<file path="src/rtl/dp_pkg.sv">
package dp_pkg;

    typedef enum logic [2:0] {
        CL_ALU    = 3'd0,
        CL_LOAD   = 3'd1,
        CL_STORE  = 3'd2,
        CL_BRANCH = 3'd3,
        CL_MULDIV = 3'd4,
        CL_SYS    = 3'd5,
        CL_SPR    = 3'd6,
        CL_MTCR   = 3'd7
    } op_cls_e;

    typedef enum logic [1:0] {
        PIPE_NONE = 2'd0,
        PIPE_L    = 2'd1,
        PIPE_I    = 2'd2,
        PIPE_J    = 2'd3
    } pipe_e;

    typedef struct packed {
        logic to_l;
        logic i_only;
        logic flex;
        logic long_cr;
        logic is_load;
    } cls_info_t;

endpackage

</file>
<file path="src/rtl/dp_classify.sv">
module dp_classify
    import dp_pkg::*;
(
    input  logic [2:0] cls,
    input  logic       cr_wr,
    input  logic       xer_wr,
    output cls_info_t  info
);
    always_comb begin
        info = '0;
        unique case (op_cls_e'(cls))
            CL_LOAD: begin
                info.to_l    = 1'b1;
                info.is_load = 1'b1;
            end
            CL_STORE:  info.to_l = 1'b1;
            CL_ALU: begin
                info.i_only = cr_wr | xer_wr;
                info.flex   = ~(cr_wr | xer_wr);
            end
            CL_BRANCH, CL_MULDIV, CL_SYS, CL_SPR, CL_MTCR: info.i_only = 1'b1;
            default: info = '0;
        endcase
        info.long_cr = cr_wr & (op_cls_e'(cls) != CL_ALU);
    end
endmodule

</file>
<file path="src/rtl/dp_countdown_sb.sv">
module dp_countdown_sb #(
    parameter int ENTRIES = 32,
    parameter int MAXV    = 2,
    localparam int IW     = $clog2(ENTRIES),
    localparam int CW     = $clog2(MAXV + 1)
) (
    input  logic               clk,
    input  logic               rst_n,
    input  logic               set_a_en,
    input  logic [IW-1:0]      set_a_idx,
    input  logic               set_b_en,
    input  logic [IW-1:0]      set_b_idx,
    output logic [ENTRIES-1:0] busy
);
    genvar i;
    generate
        for (i = 0; i < ENTRIES; i++) begin : g_ent
            logic [CW-1:0] cnt_q;
            logic          hit;

            assign hit = (set_a_en && set_a_idx == IW'(i)) ||
                         (set_b_en && set_b_idx == IW'(i));

            always_ff @(posedge clk) begin
                if (!rst_n)
                    cnt_q <= '0;
                else if (hit)
                    cnt_q <= CW'(MAXV);
                else if (cnt_q != '0)
                    cnt_q <= cnt_q - CW'(1);
            end

            assign busy[i] = (cnt_q != '0);

            assert_busy_after_set_R7: assert property (@(posedge clk) disable iff (!rst_n)
                hit |=> busy[i]);
        end
    endgenerate
endmodule

</file>
<file path="src/rtl/dp_miss_fsm.sv">
module dp_miss_fsm #(
    parameter int IW = 5
) (
    input  logic          clk,
    input  logic          rst_n,
    input  logic          dc_miss,
    input  logic [IW-1:0] dc_miss_tag,
    input  logic          fill_done,
    output logic          blk_en,
    output logic [IW-1:0] blk_tag
);
    typedef enum logic {ST_RUN, ST_WAIT_FILL} miss_st_e;

    miss_st_e      state_q, state_d;
    logic [IW-1:0] tag_q;

    always_comb begin
        state_d = state_q;
        unique case (state_q)
            ST_RUN:       if (dc_miss)   state_d = ST_WAIT_FILL;
            ST_WAIT_FILL: if (fill_done) state_d = ST_RUN;
            default:      state_d = ST_RUN;
        endcase
    end

    always_ff @(posedge clk) begin
        if (!rst_n) begin
            state_q <= ST_RUN;
            tag_q   <= '0;
        end else begin
            state_q <= state_d;
            if (state_q == ST_RUN && dc_miss)
                tag_q <= dc_miss_tag;
        end
    end

    always_comb begin
        blk_en  = (state_q == ST_WAIT_FILL);
        blk_tag = tag_q;
    end

    assert_miss_enter_R10: assert property (@(posedge clk) disable iff (!rst_n)
        $rose(blk_en) |-> $past(dc_miss));
    assert_fill_exit_R10: assert property (@(posedge clk) disable iff (!rst_n)
        (blk_en && fill_done) |=> !blk_en);
endmodule

</file>
<file path="src/rtl/dual_issue_pairer.sv">
module dual_issue_pairer
    import dp_pkg::*;
#(
    parameter int NREG    = 32,
    parameter int NCRF    = 8,
    parameter int LD_GAP  = 3,
    parameter int CR_HOLD = 1,
    localparam int RW     = $clog2(NREG),
    localparam int FW     = $clog2(NCRF)
) (
    input  logic          clk,
    input  logic          rst_n,
    input  logic          s0_valid,
    input  logic [2:0]    s0_cls,
    input  logic [RW-1:0] s0_ra,
    input  logic          s0_ra_en,
    input  logic [RW-1:0] s0_rb,
    input  logic          s0_rb_en,
    input  logic [RW-1:0] s0_rd,
    input  logic          s0_rd_en,
    input  logic          s0_cr_wr,
    input  logic          s0_xer_wr,
    input  logic          s0_cr_rd,
    input  logic [FW-1:0] s0_crf,
    input  logic          s1_valid,
    input  logic [2:0]    s1_cls,
    input  logic [RW-1:0] s1_ra,
    input  logic          s1_ra_en,
    input  logic [RW-1:0] s1_rb,
    input  logic          s1_rb_en,
    input  logic [RW-1:0] s1_rd,
    input  logic          s1_rd_en,
    input  logic          s1_cr_wr,
    input  logic          s1_xer_wr,
    input  logic          s1_cr_rd,
    input  logic [FW-1:0] s1_crf,
    input  logic          dc_miss,
    input  logic [RW-1:0] dc_miss_tag,
    input  logic          fill_done,
    output logic          s0_go,
    output logic [1:0]    s0_pipe,
    output logic          s1_go,
    output logic [1:0]    s1_pipe
);
    cls_info_t         inf0, inf1;
    logic [NREG-1:0]   gpr_busy;
    logic [NCRF-1:0]   cr_busy;
    logic              mb_en;
    logic [RW-1:0]     mb_tag;
    logic              haz0, haz1, dep1, conflict;
    logic              ld0_fire, ld1_fire, cr0_fire, cr1_fire;

    dp_classify u_cls0 (.cls(s0_cls), .cr_wr(s0_cr_wr), .xer_wr(s0_xer_wr), .info(inf0));
    dp_classify u_cls1 (.cls(s1_cls), .cr_wr(s1_cr_wr), .xer_wr(s1_xer_wr), .info(inf1));

    dp_countdown_sb #(.ENTRIES(NREG), .MAXV(LD_GAP - 1)) u_gpr_sb (
        .clk(clk), .rst_n(rst_n),
        .set_a_en(ld0_fire), .set_a_idx(s0_rd),
        .set_b_en(ld1_fire), .set_b_idx(s1_rd),
        .busy(gpr_busy)
    );

    dp_countdown_sb #(.ENTRIES(NCRF), .MAXV(CR_HOLD)) u_cr_sb (
        .clk(clk), .rst_n(rst_n),
        .set_a_en(cr0_fire), .set_a_idx(s0_crf),
        .set_b_en(cr1_fire), .set_b_idx(s1_crf),
        .busy(cr_busy)
    );

    dp_miss_fsm #(.IW(RW)) u_miss (
        .clk(clk), .rst_n(rst_n),
        .dc_miss(dc_miss), .dc_miss_tag(dc_miss_tag), .fill_done(fill_done),
        .blk_en(mb_en), .blk_tag(mb_tag)
    );

    always_comb begin
        haz0 = (s0_ra_en && (gpr_busy[s0_ra] || (mb_en && mb_tag == s0_ra))) ||
               (s0_rb_en && (gpr_busy[s0_rb] || (mb_en && mb_tag == s0_rb))) ||
               (s0_cr_rd && cr_busy[s0_crf]);
        haz1 = (s1_ra_en && (gpr_busy[s1_ra] || (mb_en && mb_tag == s1_ra))) ||
               (s1_rb_en && (gpr_busy[s1_rb] || (mb_en && mb_tag == s1_rb))) ||
               (s1_cr_rd && cr_busy[s1_crf]);
        dep1 = (s0_rd_en && ((s1_ra_en && s1_ra == s0_rd) || (s1_rb_en && s1_rb == s0_rd))) ||
               (s0_cr_wr && s1_cr_rd && s1_crf == s0_crf);
        conflict = (inf0.to_l && inf1.to_l) || (inf0.i_only && inf1.i_only);

        s0_go = s0_valid && !haz0;
        s1_go = s0_go && s1_valid && !haz1 && !dep1 && !conflict;

        if (!s0_go)            s0_pipe = PIPE_NONE;
        else if (inf0.to_l)    s0_pipe = PIPE_L;
        else if (inf0.i_only)  s0_pipe = PIPE_I;
        else if (s1_go && inf1.i_only) s0_pipe = PIPE_J;
        else                   s0_pipe = PIPE_I;

        if (!s1_go)            s1_pipe = PIPE_NONE;
        else if (inf1.to_l)    s1_pipe = PIPE_L;
        else if (inf1.i_only)  s1_pipe = PIPE_I;
        else                   s1_pipe = PIPE_J;

        ld0_fire = s0_go && inf0.is_load && s0_rd_en;
        ld1_fire = s1_go && inf1.is_load && s1_rd_en;
        cr0_fire = s0_go && inf0.long_cr;
        cr1_fire = s1_go && inf1.long_cr;
    end

    assert_in_order_R5: assert property (@(posedge clk) disable iff (!rst_n)
        s1_go |-> s0_go);
    assert_distinct_pipe_R4: assert property (@(posedge clk) disable iff (!rst_n)
        (s0_go && s1_go) |-> (s0_pipe != s1_pipe));
    assert_lsu_pipe_R1: assert property (@(posedge clk) disable iff (!rst_n)
        (s0_go && (s0_cls == CL_LOAD || s0_cls == CL_STORE)) |-> (s0_pipe == PIPE_L));
    assert_pair_dep_R6: assert property (@(posedge clk) disable iff (!rst_n)
        (s1_go && s0_rd_en) |-> !(s1_ra_en && s1_ra == s0_rd));
    assert_load_use_R7: assert property (@(posedge clk) disable iff (!rst_n)
        ld0_fire |=> !(s0_go && s0_ra_en && s0_ra == $past(s0_rd)));
    assert_long_cr_R9: assert property (@(posedge clk) disable iff (!rst_n)
        cr0_fire |=> !(s0_go && s0_cr_rd && s0_crf == $past(s0_crf)));
endmodule

</file>
<file path="config.mk">
export PLATFORM = sky130hd
export DESIGN_NAME = dual_issue_pairer
export DESIGN_NICKNAME = d
export VERILOG_FILES = /design/src/rtl/dp_pkg.sv /design/src/rtl/dp_classify.sv /design/src/rtl/dp_countdown_sb.sv /design/src/rtl/dp_miss_fsm.sv /design/src/rtl/dual_issue_pairer.sv
export SDC_FILE = /design/constraint.sdc
export NUM_CORES = 1
export LEC_CHECK = 0
export BUFFER_PORTS_ARGS = -buffer_cell sky130_fd_sc_hd__buf_2
export CORE_ASPECT_RATIO = 0.5
export CORE_MARGIN = 3
export CORE_UTILIZATION = 30
export DETAILED_ROUTE_END_ITERATION = 10
export PLACE_DENSITY = 0.54
export SLEW_MARGIN = 5
export SYNTH_ARGS = -nofsm -noshare
export SYNTH_HDL_FRONTEND = slang
export SYNTH_SLANG_ARGS = --single-unit
</file>
<file path="constraint.sdc">
create_clock -name clk -period 3.9 [get_ports clk]
set_clock_uncertainty 0.1 [all_clocks]
set_input_delay 0.585 -clock clk [delete_from_list [all_inputs] [get_ports clk]]
set_output_delay 0.585 -clock clk [all_outputs]
set_load 0.01 [all_outputs]
</file>
; ---- Yosys cells after proc, flatten, opt, wreduce, memory -nomap -nowiden
; Cells that the tools add are included.
[word_totals]
word_cells = 604
ramBits = 0
output_inout_bits = 6
memories = 0
rom_bits = 0
register_bits = 78
inputBits = 65
latch_bits = 0
[classes]
n_shift = 0
n_addsub = 40
reduce_logical = 273
multipliers = 0
div = 0
muxes = 108
bitwise_logic = 6
n_eq_ne = 97
magnitude_cmp = 6
[op_table]
columns = op, n
row1 = 5-bit == test (second input constant), 32
row2 = 2-bit 2-to-1 mux, 68
row3 = 2-bit nonzero test, 64
row4 = 1-bit logical AND, 110
row5 = 5-bit by 4-bit == test with 1-bit output (second input constant), 16
row6 = 2-bit OR reduction, 34
row7 = 2-bit by 1-bit subtractor with 2-bit output (second input constant), 32
row8 = 1-bit logical OR, 51
row9 = 3-bit == test (second input constant), 16
row10 = 5-bit by 3-bit == test with 1-bit output (second input constant), 8
row11 = 1-bit 2-to-1 mux, 31
row12 = 5-bit == test, 6
row13 = 3-bit by 2-bit == test with 1-bit output (second input constant), 8
row14 = 5-bit by 6-bit < comparator with 1-bit output (second input constant), 4
row15 = 1-bit binary-select mux with 5-bit select, 4
row16 = 5-bit by 2-bit == test with 1-bit output (second input constant), 4
row17 = 3-bit by 1-bit == test with 1-bit output (second input constant), 4
row18 = 3-bit logical NOT, 4
row19 = 5-bit by 1-bit == test with 1-bit output (second input constant), 2
row20 = 5-bit logical NOT, 2
row21 = 5-bit OR reduction, 2
row22 = 3-bit by 4-bit < comparator with 1-bit output (second input constant), 2
row23 = 1-bit subtractor (second input constant), 8
row24 = 1-bit binary-select mux with 3-bit select, 2
row25 = other kinds (7), 16

; ---- Longest topological paths before layout
; Gate-level depths: netlist of the first run.
[logic_depth]
depth_word = 18
ltp_mapped = 12
mapped_depth_nobuf = 9

; ---- Modules after synthesis
; From an unflattened synthesis of the first run, not the netlist that was laid out.
[unflattened]
hier_cells = 546
area_unflattened_um2 = 5566.6
[by_module_without_submodules]
columns = module, n_inst, seq_area_each_um2, cells_per_inst, area_each_um2
row1 = dp_countdown_sb (u_gpr_sb), 1, 1281.2, 296, 3061.7
row2 = dual_issue_pairer, 1, 0.0, 168, 1712.9
row3 = dp_countdown_sb (u_cr_sb), 1, 160.2, 40, 437.9
row4 = dp_miss_fsm, 1, 120.1, 26, 244.0
row5 = dp_classify, 2, 0.0, 8, 55.1

; ---- Worst setup path before layout of the first run
; Ideal clock, no wire load.
[synth_timing]
kind = input -> output
startpoint = in s0_crf[0]
endpoint = out s0_pipe[0]
t_required_ps = 3215
slack_ps = 624
arrival_ps = 2591
path_buffers = 2
path_stages = 9
path_cell_list = buf_2 > mux4_2 > mux2_2 > nand2_1 > o311ai_1 > a211oi_2 > nand2_1 > clkbuf_1 > a21oi_1
[synth_between]
elab_chain_cells = 15
elab_cells_between_ends = 19
cone_classes = eq/ne: 1 / mux: 6 / reduce/logical: 12
[synth_lines]
columns = element, line
row1 = start: declaration, dual_issue_pairer.sv:24  ; input logic [FW-1:0] s0_crf,
row2 = 1-bit binary-select mux with 3-bit select, dual_issue_pairer.sv:79  ; (s0_cr_rd && cr_busy[s0_crf]);
row3 = 1-bit 2-to-1 mux (not written as such), dual_issue_pairer.sv:79
row4 = 1-bit logical AND, dual_issue_pairer.sv:79
row5 = 1-bit logical OR, dual_issue_pairer.sv:78  ; (s0_rb_en && (gpr_busy[s0_rb] || (mb_en && mb_tag == s0_rb))) ||
row6 = 1-bit logical NOT, dual_issue_pairer.sv:87  ; s0_go = s0_valid && !haz0;
row7 = 1-bit logical AND, dual_issue_pairer.sv:87
row8 = 1-bit logical AND (4 in series), dual_issue_pairer.sv:88  ; s1_go = s0_go && s1_valid && !haz1 && !dep1 && !conflict;
row9 = 1-bit logical AND, dual_issue_pairer.sv:93  ; else if (s1_go && inf1.i_only) s0_pipe = PIPE_J;
row10 = 1-bit 2-to-1 mux, dual_issue_pairer.sv:93
row11 = 1-bit 2-to-1 mux, dual_issue_pairer.sv:92  ; else if (inf0.i_only) s0_pipe = PIPE_I;
row12 = 2-bit 2-to-1 mux, dual_issue_pairer.sv:91  ; else if (inf0.to_l) s0_pipe = PIPE_L;
row13 = 2-bit 2-to-1 mux (*), dual_issue_pairer.sv:90  ; if (!s0_go) s0_pipe = PIPE_NONE;
row14 = end: declaration, dual_issue_pairer.sv:41  ; output logic [1:0] s0_pipe,
; Every way passes the cells marked *; elsewhere a longest branch is shown, timed or not. The select of a mux whose other input is x is not followed.

; ---- Worst setup path in the final report of the first run
[layout_timing]
startpoint = reg u_gpr_sb.g_ent[21].cnt_q[1]
endpoint = out s1_go
[layout_between]
elab_chain_cells = 13
elab_cells_between_ends = 28
cone_classes = mux: 8 / reduce/logical: 20
[layout_lines]
columns = element, line
row1 = start: declaration, dp_countdown_sb.sv:18  ; logic [CW-1:0] cnt_q;
row2 = start signal: assignment, dp_countdown_sb.sv:28  ; cnt_q <= CW'(MAXV);
row3 = start signal: assignment, dp_countdown_sb.sv:30  ; cnt_q <= cnt_q - CW'(1);
row4 = 2-bit nonzero test (*), dp_countdown_sb.sv:33  ; assign busy[i] = (cnt_q != '0);
row5 = "1-bit binary-select mux with 5-bit select, on equally long branches", "dual_issue_pairer.sv:77, dual_issue_pairer.sv:78"
row6 = "1-bit 2-to-1 mux, on equally long branches", "dual_issue_pairer.sv:77, dual_issue_pairer.sv:78"
row7 = "1-bit logical OR, on equally long branches", "dual_issue_pairer.sv:77, dual_issue_pairer.sv:78"
row8 = "1-bit logical AND, on equally long branches", "dual_issue_pairer.sv:77, dual_issue_pairer.sv:78"
row9 = 1-bit logical OR, dual_issue_pairer.sv:77  ; haz0 = (s0_ra_en && (gpr_busy[s0_ra] || (mb_en && mb_tag == s0_ra))) ||
row10 = 1-bit logical OR, dual_issue_pairer.sv:78
row11 = 1-bit logical NOT, dual_issue_pairer.sv:87
row12 = 1-bit logical AND, dual_issue_pairer.sv:87
row13 = 1-bit logical AND, dual_issue_pairer.sv:88
row14 = 1-bit logical AND (*) (3 in series), dual_issue_pairer.sv:88
row15 = end: declaration, dual_issue_pairer.sv:42  ; output logic s1_go,
; Marks and branches as above.

==> flow_summary.yaml, run 1 <==
synthesis:
  avgSynthCellArea_sq_um: 7.859
  async_flop_share_pct: 0
  syn_nets: 812
  yosysUniqueCellTypes: 63
  synth_edf_count: 0
  syn_inst: 747
  ys_seq_area_share_pct: 26.60
  yosysWarningCount: 0
  synthFlopType: "dfxtp_1"
  synth-seq-cells: 78
  syn-cell-area_sq_um: 5871
critical_path:
  crit_fanout: 14
  r2r-end: "u_gpr_sb.g_ent[0].cnt_q[0]"
  ff2ff_setup_slack_ps: 630
  r2r-start: "u_gpr_sb.g_ent[21].cnt_q[1]"
  r2r_cells: 9
  worst-path-buf-inv: 2
  cp.required_ps: 3210
  crit_type: "flop to primary output"
  crit_slowest_cell: "o211ai_1"
  path_common_cell: "nor2_1"
  path_cells: "nor2_1 > mux4_2 > nor2_1 > o32a_1 > o211ai_1 > nand4_4 > inv_1 > buf_2"
  max_stage_delay_ps: 480
  crit_path_start_kind: "flop"
  arrival_ps: 2970
  critPathTopFamily: "compound AO/OA/AOI/OAI gates"
  cp-end-kind: "primary output"
placed_design:
  io_buffers: 70
  dp_hpwl_mm: 16.42
  routabilityCongestion: 0.8873
clock_network:
  cts_tree: "yes"
  cts_inserted_buffers: 9
  cts_buffer_depth: 2
  worstSkewPairLatency_ps: 350
  htree_num_levels: 3
  clk_pin_slew_worst_paths_ps: 70
  hold_buffers: 0
  cts-resized-gates: 0
  clock_sinks: 78
  cts_root_buffer: "clkbuf_16"
  cts_setup_buffers: 0
cells_and_area:
  area_growth_pct: 13.13
  drive_above_1_share_pct: 16.71
  n_antenna_cell: 0
  fin_nets: 832
power:
  p_leak_uw: 0.002577
  vdd_drop_max_uv: 219.4
  power.total_uw: 2044
  powerDensity_nw_per_um2: 307.7
drt:
  via_per_inst: 6.135
  drc: 0
  routedWlPerCell_microns: 22.08
  wirelength_mm: 22.76
  drtIter0Drc: 665
  drtAntennaViolNets: 0
  num_vias: 6325
  drt_first_pass_iters: 5
floorplan:
  die_w_microns: 203.8
  initial_utilization_pct: 31.25
  rows: 35
  dieArea_sq_um: 21380
  io_pins: 71
  core_area_sq_um: 18790
  fp.dieH_microns: 104.9
global_route:
  antenna_found_initial: 0
  grt_pass1_wl_mm: 34.93
  grt_pass1_vias: 6033
  grt_use_total_pct: 20.90
  grt_max_degree: 65
  grt_overflow: 0
sta:
  maxSlewViolCount: 0
  finalSetupTns_ps: 0
  finalCritPeriodShare_pct: 93.67
  slew_headroom_pct: 23.54
  tightest_slew_ps: 1146
  hold_viol_final: 0
  period_needed_ps: 3653
  fmax_mhz: 273.7
  setup_viol: 0
  rsz0062_at_grt: "false"
worst_hold_path:
  worstHoldStart: "dc_miss"
  min_path_cells: 2
  hold_path_class: "input port to flop"
  hold_end: "u_miss.blk_en"
job:
  max-cap-violations: 0
run_status:
  status: "complete, no violations"
metal layers:
layer | vias up | routed length (microns) | GRT usage, %
met3 | 28 | 2416 | 4.202
met1 | 3084 | 10250 | 30.07
met5 | - | 68 | 2.381
met4 | 2 | 274 | 4.760
met2 | 324 | 9751 | 31.98
li1 | 2887 | - | -
sequential cells by signal, summed over array words and instances (netlist names):
name and flops:
u_gpr_sb.g_ent.cnt_q 64, u_cr_sb.g_ent.cnt_q 8, u_miss.blk_tag 5, u_miss.blk_en 1
through the flow:
step | instance area (sq um) | utilization, % | worst slack [ps] | hold WS [ps] | std cells
2_1_floorplan | 5871 | - | 624.4 | 393.1 | 747
3_3_place_gp | 6337 | 33.73 | 501.2 | 412.3 | 1015
3_5_place_dp | 6337 | 33.73 | 452.4 | 415.2 | 1015
4_1_cts | 6641 | 35.35 | 313.2 | 374.2 | 1031
5_1_grt | 6641 | 35.35 | 142.2 | 394.3 | 1031
6_report | 6641 | 35.35 | 246.8 | 373.4 | 1031
final cells by class:
class / instances / area (sq um)
fillers: 1993 / 12150
multi-input cells: 574 / 3924
flip-flops and latches: 78 / 1562
repair buffers: 80 / 437.9
well taps: 259 / 324.1
clock buffers: 9 / 225.2
inverters: 24 / 90.09
clock inverters: 7 / 78.83
power by group:
| group | switching [uW] | leakage, uW | internal (uW) | total (uW) |
|---|---|---|---|---|
| Sequential | 10.6 | 0.000629 | 801 | 812 |
| Combinational | 228 | 0.00180 | 107 | 335 |
| Clock | 391 | 0.000151 | 506 | 897 |
| Total | 629 | 0.00258 | 1410 | 2040 |
cell usage in the layout (no fill, tap or decap), types with 21 or more instances in the layout:
master / Yosys / routed
nor2_1: 97 / 97
nand3_1: 54 / 54
nor3_1: 32 / 32
xnor2_1: 21 / 21
a21o_1: 24 / 24
o41ai_1: 65 / 65
nand2_1: 66 / 65
inv_1: 23 / 23
mux4_2: 22 / 22
a21oi_1: 41 / 41
buf_2: 16 / 70
dfxtp_1: 78 / 78
kinds of logic after synthesis:
| kind of cell | Yosys count | synth area share, % |
|---|---|---|
| AND/OR/NAND/NOR | 312 | 26.17 |
| AO/OA/AOI/OAI | 203 | 26.47 |
| buffers and inverters | 95 | 6.607 |
| flip-flops | 78 | 26.60 |
| XOR/XNOR | 30 | 4.476 |
| multiplexers | 29 | 9.676 |
worst max-delay path by stage:
| stage | from | end | slack (ps) | cells after the start |
|---|---|---|---|---|
| global placement | s0_crf[0] | s1_pipe[0] | 500 | 9 |
| detailed placement | s0_crf[0] | s1_pipe[1] | 450 | 9 |
| global route | u_gpr_sb.g_ent[21].cnt_q[1] | s1_pipe[1] | 140 | 8 |
| CTS | u_gpr_sb.g_ent[21].cnt_q[1] | s1_go | 310 | 8 |
| floorplan | s0_crf[0] | s0_pipe[0] | 620 | 9 |
| finish | u_gpr_sb.g_ent[21].cnt_q[1] | s1_go | 250 | 8 |
synth_stat cells, types with 6 or more instances:
master,number,area (sq um)
a2111oi_0,10,87.58
a21o_1,24,180.2
a21oi_1,41,205.2
a41o_1,8,80.08
a41oi_1,9,78.83
buf_2,16,80.08
clkbuf_1,51,191.4
dfxtp_1,78,1562
inv_1,23,86.33
mux4_2,22,495.5
nand2_1,66,247.7
nand2b_1,6,37.54
nand3_1,54,270.3
nor2_1,97,364.1
nor2b_1,11,68.82
nor3_1,32,160.2
nor4_1,6,37.54
o21ai_0,7,35.03
o31ai_1,6,45.04
o41ai_1,65,569.3
or4_1,6,45.04
xnor2_1,21,183.9
xor2_1,9,78.83
No activity file was read; power rests on OpenSTA's default activity.
==> run 2: changes to the inputs <==
--- a/config.mk
+++ b/config.mk
@@ -8,9 +8,9 @@
 export BUFFER_PORTS_ARGS = -buffer_cell sky130_fd_sc_hd__buf_2
 export CORE_ASPECT_RATIO = 0.5
 export CORE_MARGIN = 3
-export CORE_UTILIZATION = 30
+export CORE_UTILIZATION = 60
 export DETAILED_ROUTE_END_ITERATION = 10
-export PLACE_DENSITY = 0.54
+export PLACE_DENSITY = 0.89
 export SLEW_MARGIN = 5
 export SYNTH_ARGS = -nofsm -noshare
 export SYNTH_HDL_FRONTEND = slang
==> flow_summary.yaml, run 2 (synthesized netlist as in run 1, its figures left out) <==
power:
  internal_power_uw: 1430
  comb_power_share_pct: 16.2
  vdd_drop_max_uv: 215.1
  p_leak_uw: 0.002568
  p_seq_share_pct: 39.7
  power.total_uw: 2044
  clkPwrFrac_pct: 44.1
  p_switching_uw: 614.8
  switching_share_pct: 30.07
  powerDensity_nw_per_um2: 315.7
critical_path:
  max_stage_delay_ps: 420
  path_common_cell: "nor2_1"
  ff2ff_setup_slack_ps: 730
  crit_path_start_kind: "flop"
  r2r_cells: 9
  arrival_ps: 2850
  r2r-end: "u_gpr_sb.g_ent[3].cnt_q[0]"
  crit_start: "u_gpr_sb.g_ent[21].cnt_q[1]"
  r2r-start: "u_gpr_sb.g_ent[21].cnt_q[1]"
  crit_type: "flop to primary output"
  path_cells: "nor2_1 > mux4_2 > nor2_1 > o32a_1 > o211ai_1 > nand4_4 > inv_1 > buf_2"
  cp.required_ps: 3210
  crit_slowest_cell: "nor2_1"
  cp-end-kind: "primary output"
  crit_fanout: 14
sta:
  tightest_slew_ps: 1079
  hold_viol_final: 0
  whs_ps: 373.6
  finalSetupTns_ps: 0
  period_needed_ps: 3540
  finalCritPeriodShare_pct: 90.76
  maxSlewViolCount: 0
  rsz0062_at_grt: "false"
  setup_viol: 0
  slew_headroom_pct: 27.98
  fmax_mhz: 282.5
global_route:
  grt_use_total_pct: 36.26
  grt_pass1_vias: 5794
  grt_pass1_wl_mm: 32.21
  grt_max_degree: 65
  grt_overflow: 0
  antenna_found_initial: 0
cells_and_area:
  fin_nets: 831
  layout_common_cells: "97 x nor2_1, 78 x dfxtp_1, 70 x buf_2"
  mostFrequentLayoutCell: "nor2_1"
  regMostFlops: "u_gpr_sb.g_ent.cnt_q"
  design_area_sq_um: 6475
  drive_above_1_share_pct: 16.47
  instances_no_fill: 901
  largest_reg_flops: 64
  area_growth_pct: 10.29
  n_antenna_cell: 0
worst_hold_path:
  worstHoldStart: "dc_miss"
  hold_path_class: "input port to flop"
  hold_end: "u_miss.blk_en"
  min_path_cells: 2
clock_network:
  worstSkewPairLatency_ps: 350
  cts_setup_buffers: 0
  htree_num_levels: 3
  cts-resized-gates: 0
  cts_buffer_depth: 2
  clk_pin_slew_worst_paths_ps: 60
  hold_buffers: 0
  cts_tree: "yes"
  cts_inserted_buffers: 9
  clock_sinks: 78
  cts_root_buffer: "clkbuf_16"
placed_design:
  place_inst: 885
  routabilityCongestion: 0.9670
  dp_hpwl_mm: 14.59
  io_buffers: 70
  place_area_sq_um: 6168
drt:
  wirelength_mm: 20.84
  drt_first_pass_iters: 6
  num_vias: 6568
  via_per_inst: 7.290
  drtAntennaViolNets: 0
  routedWlPerCell_microns: 23.13
  drtIter0Drc: 1212
  drc: 0
floorplan:
  core_area_sq_um: 9099
  rows: 24
  die_w_microns: 145.9
  initial_utilization_pct: 64.52
  io_pins: 71
  dieArea_sq_um: 11080
  fp.dieH_microns: 75.95
job:
  max-cap-violations: 0
run_status:
  status: "complete, no violations"
run 2: cell type report:
class,count,area (sq um)
inverter,24,90.09
sequential,78,1562
clock inverter,5,63.81
multi-input combinational,574,3924
fill,755,2624
tap,130,162.7
timing repair buffer,79,430.4
clock buffer,11,242.7
run 2: layer usage:
metal	vias up	global-route usage [%]	wire length, microns
li1	2890	-	-
met1	3047	51.27	8295
met2	541	52.99	8682
met3	90	12.75	3374
met4	0	8.807	485
met5	-	0	0
run 2: metrics by stage:
stage / setup WS, ps / util (%)
global placement: 506.6 / 67.79
global route: 117.4 / 71.16
finish: 360.4 / 71.16
floorplan: 624.4 / -
detailed placement: 454.6 / 67.79
CTS: 446.9 / 71.16
run 2: worst max-delay path by stage:
stage | endpoint | slack (ps) | depth (start not counted)
after detailed placement | s1_pipe[1] | 450 | 9
after global routing | s1_pipe[0] | 120 | 8
after global placement | s1_pipe[1] | 510 | 9
after CTS | s1_pipe[1] | 450 | 8
final | s1_go | 360 | 8
after floorplan | s0_pipe[0] | 620 | 9
run 2: worst max-delay path, delay by kind of cell (launching register included):
kind            cells  cell delay [ps]
mux                 1              350
buf+inv             2              310
compound gates      2              720
simple gates        3              800
flops               1              320
run 2: power groups by stage:
stage | clock [uW] | sequential [uW] | combinational [uW]
final | 902 | 812 | 331
after floorplan | 0 | 821 | 224
after CTS | 897 | 812 | 319
after detailed placement | 0 | 830 | 317
after global routing | 932 | 812 | 353
after global placement | 0 | 829 | 314
